**config.mk**
```make
export PLATFORM = sky130hd
export DESIGN_NAME = rx_pkt_ctrl
export DESIGN_NICKNAME = d
export VERILOG_FILES = /design/src/rtl/rpc_pkg.sv /design/src/rtl/rpc_rst_sync.sv /design/src/rtl/rpc_ofs_ctr.sv /design/src/rtl/rpc_rdy_hs.sv /design/src/rtl/rpc_irq_regs.sv /design/src/rtl/rx_pkt_ctrl.sv
export SDC_FILE = /design/constraint.sdc
export NUM_CORES = 1
export LEC_CHECK = 0
export CAP_MARGIN = 20
export CORE_MARGIN = 10
export CORE_UTILIZATION = 60
export CTS_CLUSTER_DIAMETER = 200
export DETAILED_ROUTE_END_ITERATION = 8
export DONT_BUFFER_PORTS = 1
export GPL_TIMING_DRIVEN = 1
export MAX_ROUTING_LAYER = met4
export PLACE_DENSITY = 0.85
export SYNTH_ARGS = -nofsm -noshare
export SYNTH_HDL_FRONTEND = slang
export SYNTH_SLANG_ARGS = --single-unit
```
**constraint.sdc**
```tcl
create_clock -name clk -period 3.3 [get_ports clk]
set_input_delay 0.33 -clock clk [delete_from_list [all_inputs] [get_ports clk]]
set_output_delay 0.33 -clock clk [all_outputs]
set_load 0.02 [all_outputs]
```
**src/rtl/rpc_pkg.sv**
```systemverilog
package rpc_pkg;
  localparam int DATA_W  = 8;
  localparam int FLAG_N  = 3;
  localparam int FI_DONE = 0;
  localparam int FI_OVR  = 1;
  localparam int FI_COMM = 2;
  typedef logic [FLAG_N-1:0] flag_vec_t;
endpackage

```
**src/rtl/rpc_rst_sync.sv**
```systemverilog
module rpc_rst_sync #(
  parameter int STAGES = 2
) (
  input  logic clk,
  input  logic rst_n_async,
  output logic rst_n_sync
);
  logic [STAGES-1:0] sync_q;
  logic [STAGES-1:0] sync_d;

  always_comb begin
    sync_d = {sync_q[STAGES-2:0], 1'b1};
  end

  always_ff @(posedge clk or negedge rst_n_async) begin
    if (!rst_n_async) sync_q <= '0;
    else              sync_q <= sync_d;
  end

  assign rst_n_sync = sync_q[STAGES-1];
endmodule

```
**src/rtl/rpc_ofs_ctr.sv**
```systemverilog
module rpc_ofs_ctr #(
  parameter int BUF_BYTES = 16,
  parameter int OFS_W     = 4
) (
  input  logic             clk,
  input  logic             rst_n,
  input  logic             byte_ok,
  input  logic [OFS_W-1:0] cfg_size,
  output logic [OFS_W-1:0] wr_ofs,
  output logic [OFS_W-1:0] last_ofs,
  output logic             pkt_end
);
  localparam logic [OFS_W:0] FULL_LEN = (OFS_W+1)'(BUF_BYTES);

  logic [OFS_W:0]   size_ext;
  logic [OFS_W:0]   pkt_len;
  logic [OFS_W:0]   ofs_plus1;
  logic             at_last;
  logic [OFS_W-1:0] wr_ofs_d;
  logic [OFS_W-1:0] last_ofs_d;

  always_comb begin
    size_ext = {1'b0, cfg_size};
    if (cfg_size == '0 || size_ext > FULL_LEN) pkt_len = FULL_LEN;
    else                                       pkt_len = size_ext;
    ofs_plus1 = {1'b0, wr_ofs} + 1'b1;
    at_last   = (ofs_plus1 >= pkt_len);
    pkt_end   = byte_ok & at_last;
  end

  always_comb begin
    wr_ofs_d   = wr_ofs;
    last_ofs_d = last_ofs;
    if (byte_ok) begin
      last_ofs_d = wr_ofs;
      if (at_last) wr_ofs_d = '0;
      else         wr_ofs_d = ofs_plus1[OFS_W-1:0];
    end
  end

  always_ff @(posedge clk or negedge rst_n) begin
    if (!rst_n) begin
      wr_ofs   <= '0;
      last_ofs <= '0;
    end else if (byte_ok) begin
      wr_ofs   <= wr_ofs_d;
      last_ofs <= last_ofs_d;
    end
  end
endmodule

```
**src/rtl/rpc_rdy_hs.sv**
```systemverilog
module rpc_rdy_hs (
  input  logic clk,
  input  logic rst_n,
  input  logic set_we,
  input  logic set_data,
  input  logic pkt_end,
  output logic rdy,
  output logic done_evt,
  output logic ovr_evt
);
  logic set_req;
  logic rdy_d;
  logic rdy_en;

  always_comb begin
    set_req  = set_we & set_data;
    rdy_en   = set_req | pkt_end;
    rdy_d    = set_req | (rdy & ~pkt_end);
    done_evt = pkt_end;
    ovr_evt  = pkt_end & ~rdy;
  end

  always_ff @(posedge clk or negedge rst_n) begin
    if (!rst_n)      rdy <= 1'b0;
    else if (rdy_en) rdy <= rdy_d;
  end
endmodule

```
**src/rtl/rpc_irq_regs.sv**
```systemverilog
module rpc_irq_regs
  import rpc_pkg::*;
(
  input  logic      clk,
  input  logic      rst_n,
  input  flag_vec_t set_vec,
  input  logic      clr_we,
  input  flag_vec_t clr_vec,
  input  logic      mask_we,
  input  flag_vec_t mask_wdata,
  output flag_vec_t flags,
  output flag_vec_t mask,
  output logic      irq
);
  flag_vec_t flags_d;
  flag_vec_t clr_eff;

  always_comb begin
    clr_eff = clr_we ? clr_vec : '0;
    for (int b = 0; b < FLAG_N; b++) begin
      flags_d[b] = set_vec[b] | (flags[b] & ~clr_eff[b]);
    end
    irq = |(flags & mask);
  end

  always_ff @(posedge clk or negedge rst_n) begin
    if (!rst_n) flags <= '0;
    else        flags <= flags_d;
  end

  always_ff @(posedge clk or negedge rst_n) begin
    if (!rst_n)       mask <= '0;
    else if (mask_we) mask <= mask_wdata;
  end
endmodule

```
**src/rtl/rx_pkt_ctrl.sv**
```systemverilog
module rx_pkt_ctrl
  import rpc_pkg::*;
#(
  parameter int BUF_BYTES = 16,
  parameter int OFS_W     = (BUF_BYTES > 1) ? $clog2(BUF_BYTES) : 1
) (
  input  logic              clk,
  input  logic              rst_n,
  input  logic              rx_valid,
  input  logic [DATA_W-1:0] rx_data,
  input  logic              rx_frame_err,
  input  logic              rx_parity_err,
  input  logic              rx_abort,
  input  logic [OFS_W-1:0]  cfg_pkt_size,
  input  logic              fw_rdy_we,
  input  logic              fw_rdy_wdata,
  input  logic              fw_flag_clr_we,
  input  logic [FLAG_N-1:0] fw_flag_clr,
  input  logic              fw_mask_we,
  input  logic [FLAG_N-1:0] fw_mask_wdata,
  output logic              buf_we,
  output logic [OFS_W-1:0]  buf_addr,
  output logic [DATA_W-1:0] buf_wdata,
  output logic              rdy,
  output logic [FLAG_N-1:0] flag_o,
  output logic [FLAG_N-1:0] mask_o,
  output logic [OFS_W-1:0]  last_ofs,
  output logic              irq
);
  logic      rst_n_i;
  logic      byte_ok;
  logic      pkt_end;
  logic      done_evt;
  logic      ovr_evt;
  logic      comm_evt;
  flag_vec_t set_vec;

  rpc_rst_sync #(.STAGES(2)) u_rst (
    .clk         (clk),
    .rst_n_async (rst_n),
    .rst_n_sync  (rst_n_i)
  );

  always_comb begin
    byte_ok  = rx_valid & rst_n_i;
    comm_evt = rst_n_i & ((rx_valid & (rx_frame_err | rx_parity_err)) | rx_abort);
  end

  rpc_ofs_ctr #(.BUF_BYTES(BUF_BYTES), .OFS_W(OFS_W)) u_ofs (
    .clk      (clk),
    .rst_n    (rst_n_i),
    .byte_ok  (byte_ok),
    .cfg_size (cfg_pkt_size),
    .wr_ofs   (buf_addr),
    .last_ofs (last_ofs),
    .pkt_end  (pkt_end)
  );

  rpc_rdy_hs u_hs (
    .clk      (clk),
    .rst_n    (rst_n_i),
    .set_we   (fw_rdy_we),
    .set_data (fw_rdy_wdata),
    .pkt_end  (pkt_end),
    .rdy      (rdy),
    .done_evt (done_evt),
    .ovr_evt  (ovr_evt)
  );

  always_comb begin
    set_vec          = '0;
    set_vec[FI_DONE] = done_evt;
    set_vec[FI_OVR]  = ovr_evt;
    set_vec[FI_COMM] = comm_evt;
  end

  rpc_irq_regs u_irq (
    .clk        (clk),
    .rst_n      (rst_n_i),
    .set_vec    (set_vec),
    .clr_we     (fw_flag_clr_we),
    .clr_vec    (fw_flag_clr),
    .mask_we    (fw_mask_we),
    .mask_wdata (fw_mask_wdata),
    .flags      (flag_o),
    .mask       (mask_o),
    .irq        (irq)
  );

  assign buf_we    = byte_ok;
  assign buf_wdata = rx_data;
endmodule

```
==> impl_metrics.yaml <==
worst_setup_path:
  crit_slowest_cell: "dfrtp_1"
  worst-path-buf-inv: 0
  critPathMaxFanout: 7
  path_delay_family: "compound AO/OA/AOI/OAI gates"
  cp-end-kind: "flop"
  startpoint_type: "flop"
  crit_arrival_ps: 2460
  crit_top_cell: "ha_1"
  critical_path_class: "reg -> reg"
  worstPathRequired_ps: 3470
  cpPeakStageDelay_ps: 580
  worstPathCellList: "ha_1 > xor2_1 > ha_1 > o21a_1 > o21ai_1 > o21bai_2 > nand2_1 > a22o_1"
hold_path:
  hold_path.class: "in -> reg"
final_layout:
  syn_to_final_growth_pct: -0.820
  fillers: 123
  drive_above_1_share: 0.126
  seq_area_um2: 425
  nets: 122
  final_common_cell: "nand2_1"
  multiInputGateArea_um2: 408
  fin_cells: 103
  design_area_um2: 908
  diodes: 0
  layout_common_cells: "27 x nand2_1, 17 x dfrtp_1, 6 x ha_1"
timing:
  tightest_slew_ps: 616
  timing.fmax_mhz: 437
  tns_ps: 0
  slew_headroom: 0.589
  finalWorstPathRequiredPeriod_ps: 2290
  skew_ps: 1.15
  drv_slew: 0
  fin_crit_sh: 0.694
  grt_setup_unrepaired: "no"
  finalHoldViolCount: 0
  finalSetupViolCount: 0
clock_network:
  clock_sinks: 17
  hold_buffers: 1
  cts_max_level: 1
  cts-resized-gates: 0
  clkSlewWorstSetupHoldPaths_ps: 90
  clock_path_buffers: 2
  cts_tree: "built"
  postCtsSetupBuffers: 0
  cts_buffers: 3
  clk_latency_ps: 270
  cts-root-buf: "clkbuf_4"
power_and_ir_drop:
  leakagePower_nw: 0.465
  vdd_drop_max_v: 0.000443
  p_per_area_mw_per_mm2: 848
global_routing:
  track_usage: 0.105
  grt_max_degree: 18
  grt.overflow.total: 0
  antenna_found_initial: 0
  grt_pass1_vias: 653
  grt_pass1_wl_mm: 2.90
detailed_routing:
  vias: 610
  routed_via_density: 5.92
  drtAntennaViolNets: 0
  firstDrtPassIters: 6
  dr.first_iter.drc_count: 25
  drt_wl_total_mm: 1.84
  wl_per_cell_um: 17.9
  drc: 0
placement:
  dpl.cell_count: 98
  place.port_buffers: 0
  hpwl_mm: 1.51
  gp_congestion: 0.838
  place_area_um2: 872
synthesis:
  synthCells: 91
  yosysWarnings: 0
  synth_top_cell_by_area: "dfrtp_1"
  synth_cell_types: 27
  yosys_register_bits: 17
  ys_seq_area_frac: 0.464
  syn_nets: 125
  syn_area_um2: 916
  synth_top_area_frac: 0.464
  synthTopCellsByArea: "dfrtp_1 46%, nand2_1 11%, ha_1 8.2%"
  synth_area_per_cell_um2: 10.1
die:
  coreArea_mm2: 0.00147
  die_x_um: 59.1
  dieArea_mm2: 0.00349
  design.portCount: 53
  die-height_um: 59.1
  start_util: 0.622
  row_count: 14
job:
  cap_violations: 0
outcome:
  status: "completed"
## synthesized netlist by cell type
cell,count
nand2_1,27
dfrtp_1,17
buf_4,8
ha_1,6
inv_1,4
mux2_2,3
o21ai_1,3
a21o_1,2
o21a_1,2
o21ai_0,2
a2111oi_4,1
a222oi_1,1
a22o_1,1
and3_1,1
clkbuf_1,1
clkinv_1,1
conb_1,1
nand2b_4,1
nand3_1,1
nor2_1,1
nor3_1,1
nor3_2,1
o21bai_2,1
o31ai_2,1
or4_1,1
xnor2_1,1
xor2_1,1
## stage by stage
stage,utilization,hold slack (ps),total power (W),worst slack (ps)
2_1_floorplan,-,34.4,0.000627,1310
3_3_place_gp,0.593,34.5,0.000660,1210
3_5_place_dp,0.593,34.5,0.000671,1050
4_1_cts,0.617,196,0.000780,1000
5_1_grt,0.617,198,0.000827,820
6_report,0.617,202,0.000770,1010
## cell type report
type / instances / share of cell area
well taps: 16 / 0.0220
clock buffers: 4 / 0.0289
multi-input cells: 60 / 0.449
inverters: 5 / 0.0207
flip-flops and latches: 17 / 0.468
repair buffers: 1 / 0.0110
## flip-flops by register name (all words and copies together) (netlist names)
| register | count |
|---|---|
| u_ofs.last_ofs | 4 |
| u_ofs.wr_ofs | 4 |
| u_irq.flags | 3 |
| u_irq.mask | 3 |
| u_rst.sync_q | 2 |
| u_hs.rdy | 1 |
## worst register-to-register path, cell delays in order (launching register included)
cell and delay, ps:
dfrtp_1 580, ha_1 320, xor2_1 200, ha_1 240
o21a_1 150, o21ai_1 90, o21bai_2 250, nand2_1 130
a22o_1 220
## where the power goes
part / internal [W] / switching [W] / total [W]
logic: 0.000124 / 0.000132 / 0.000256
registers: 0.000264 / 0.000147 / 0.000411
clock network: 0.0000467 / 0.0000565 / 0.000103
## path summary, 6_finish.rpt
check | startpoint | endpoint | slack [ps] | cells after the start
setup / recovery | u_ofs.wr_ofs[0] | u_hs.rdy | 1010 | 8
hold / removal | fw_rdy_wdata | u_hs.rdy | 200 | 1
min in group asynchronous | u_rst.sync_q[1] | u_ofs.wr_ofs[3] | 260 | 0
max in group asynchronous | u_rst.sync_q[1] | u_ofs.last_ofs[0] | 2650 | 0
hold reg to reg | u_rst.sync_q[1] | u_ofs.wr_ofs[3] | 260 | 0
setup reg to reg | u_ofs.wr_ofs[0] | u_hs.rdy | 1010 | 8
## layer usage
| layer | part of all wire | wire length, µm | vias to the layer above | GRT usage |
|---|---|---|---|---|
| met3 | 0.15 | 268 | 2 | 0.0515 |
| li1 | - | - | 288 | - |
| met1 | 0.37 | 681 | 289 | 0.111 |
| met2 | 0.48 | 886 | 31 | 0.168 |
| met4 | 0.0033 | 6 | 0 | 0.0295 |
| met5 | 0 | 0 | - | - |
## cell families after synthesis
logic type               count (synthesis)  synth area share
multiplexers                             3            0.0369
adder cells (fa/ha/maj)                  6            0.0820
AO/OA/AOI/OAI                           14             0.137
flip-flops                              17             0.464
other                                    1           0.00409
buffers and inverters                   14            0.0902
XOR/XNOR                                 2            0.0191
AND/OR/NAND/NOR                         34             0.167
No activity file was read; power rests on OpenSTA's default activity.
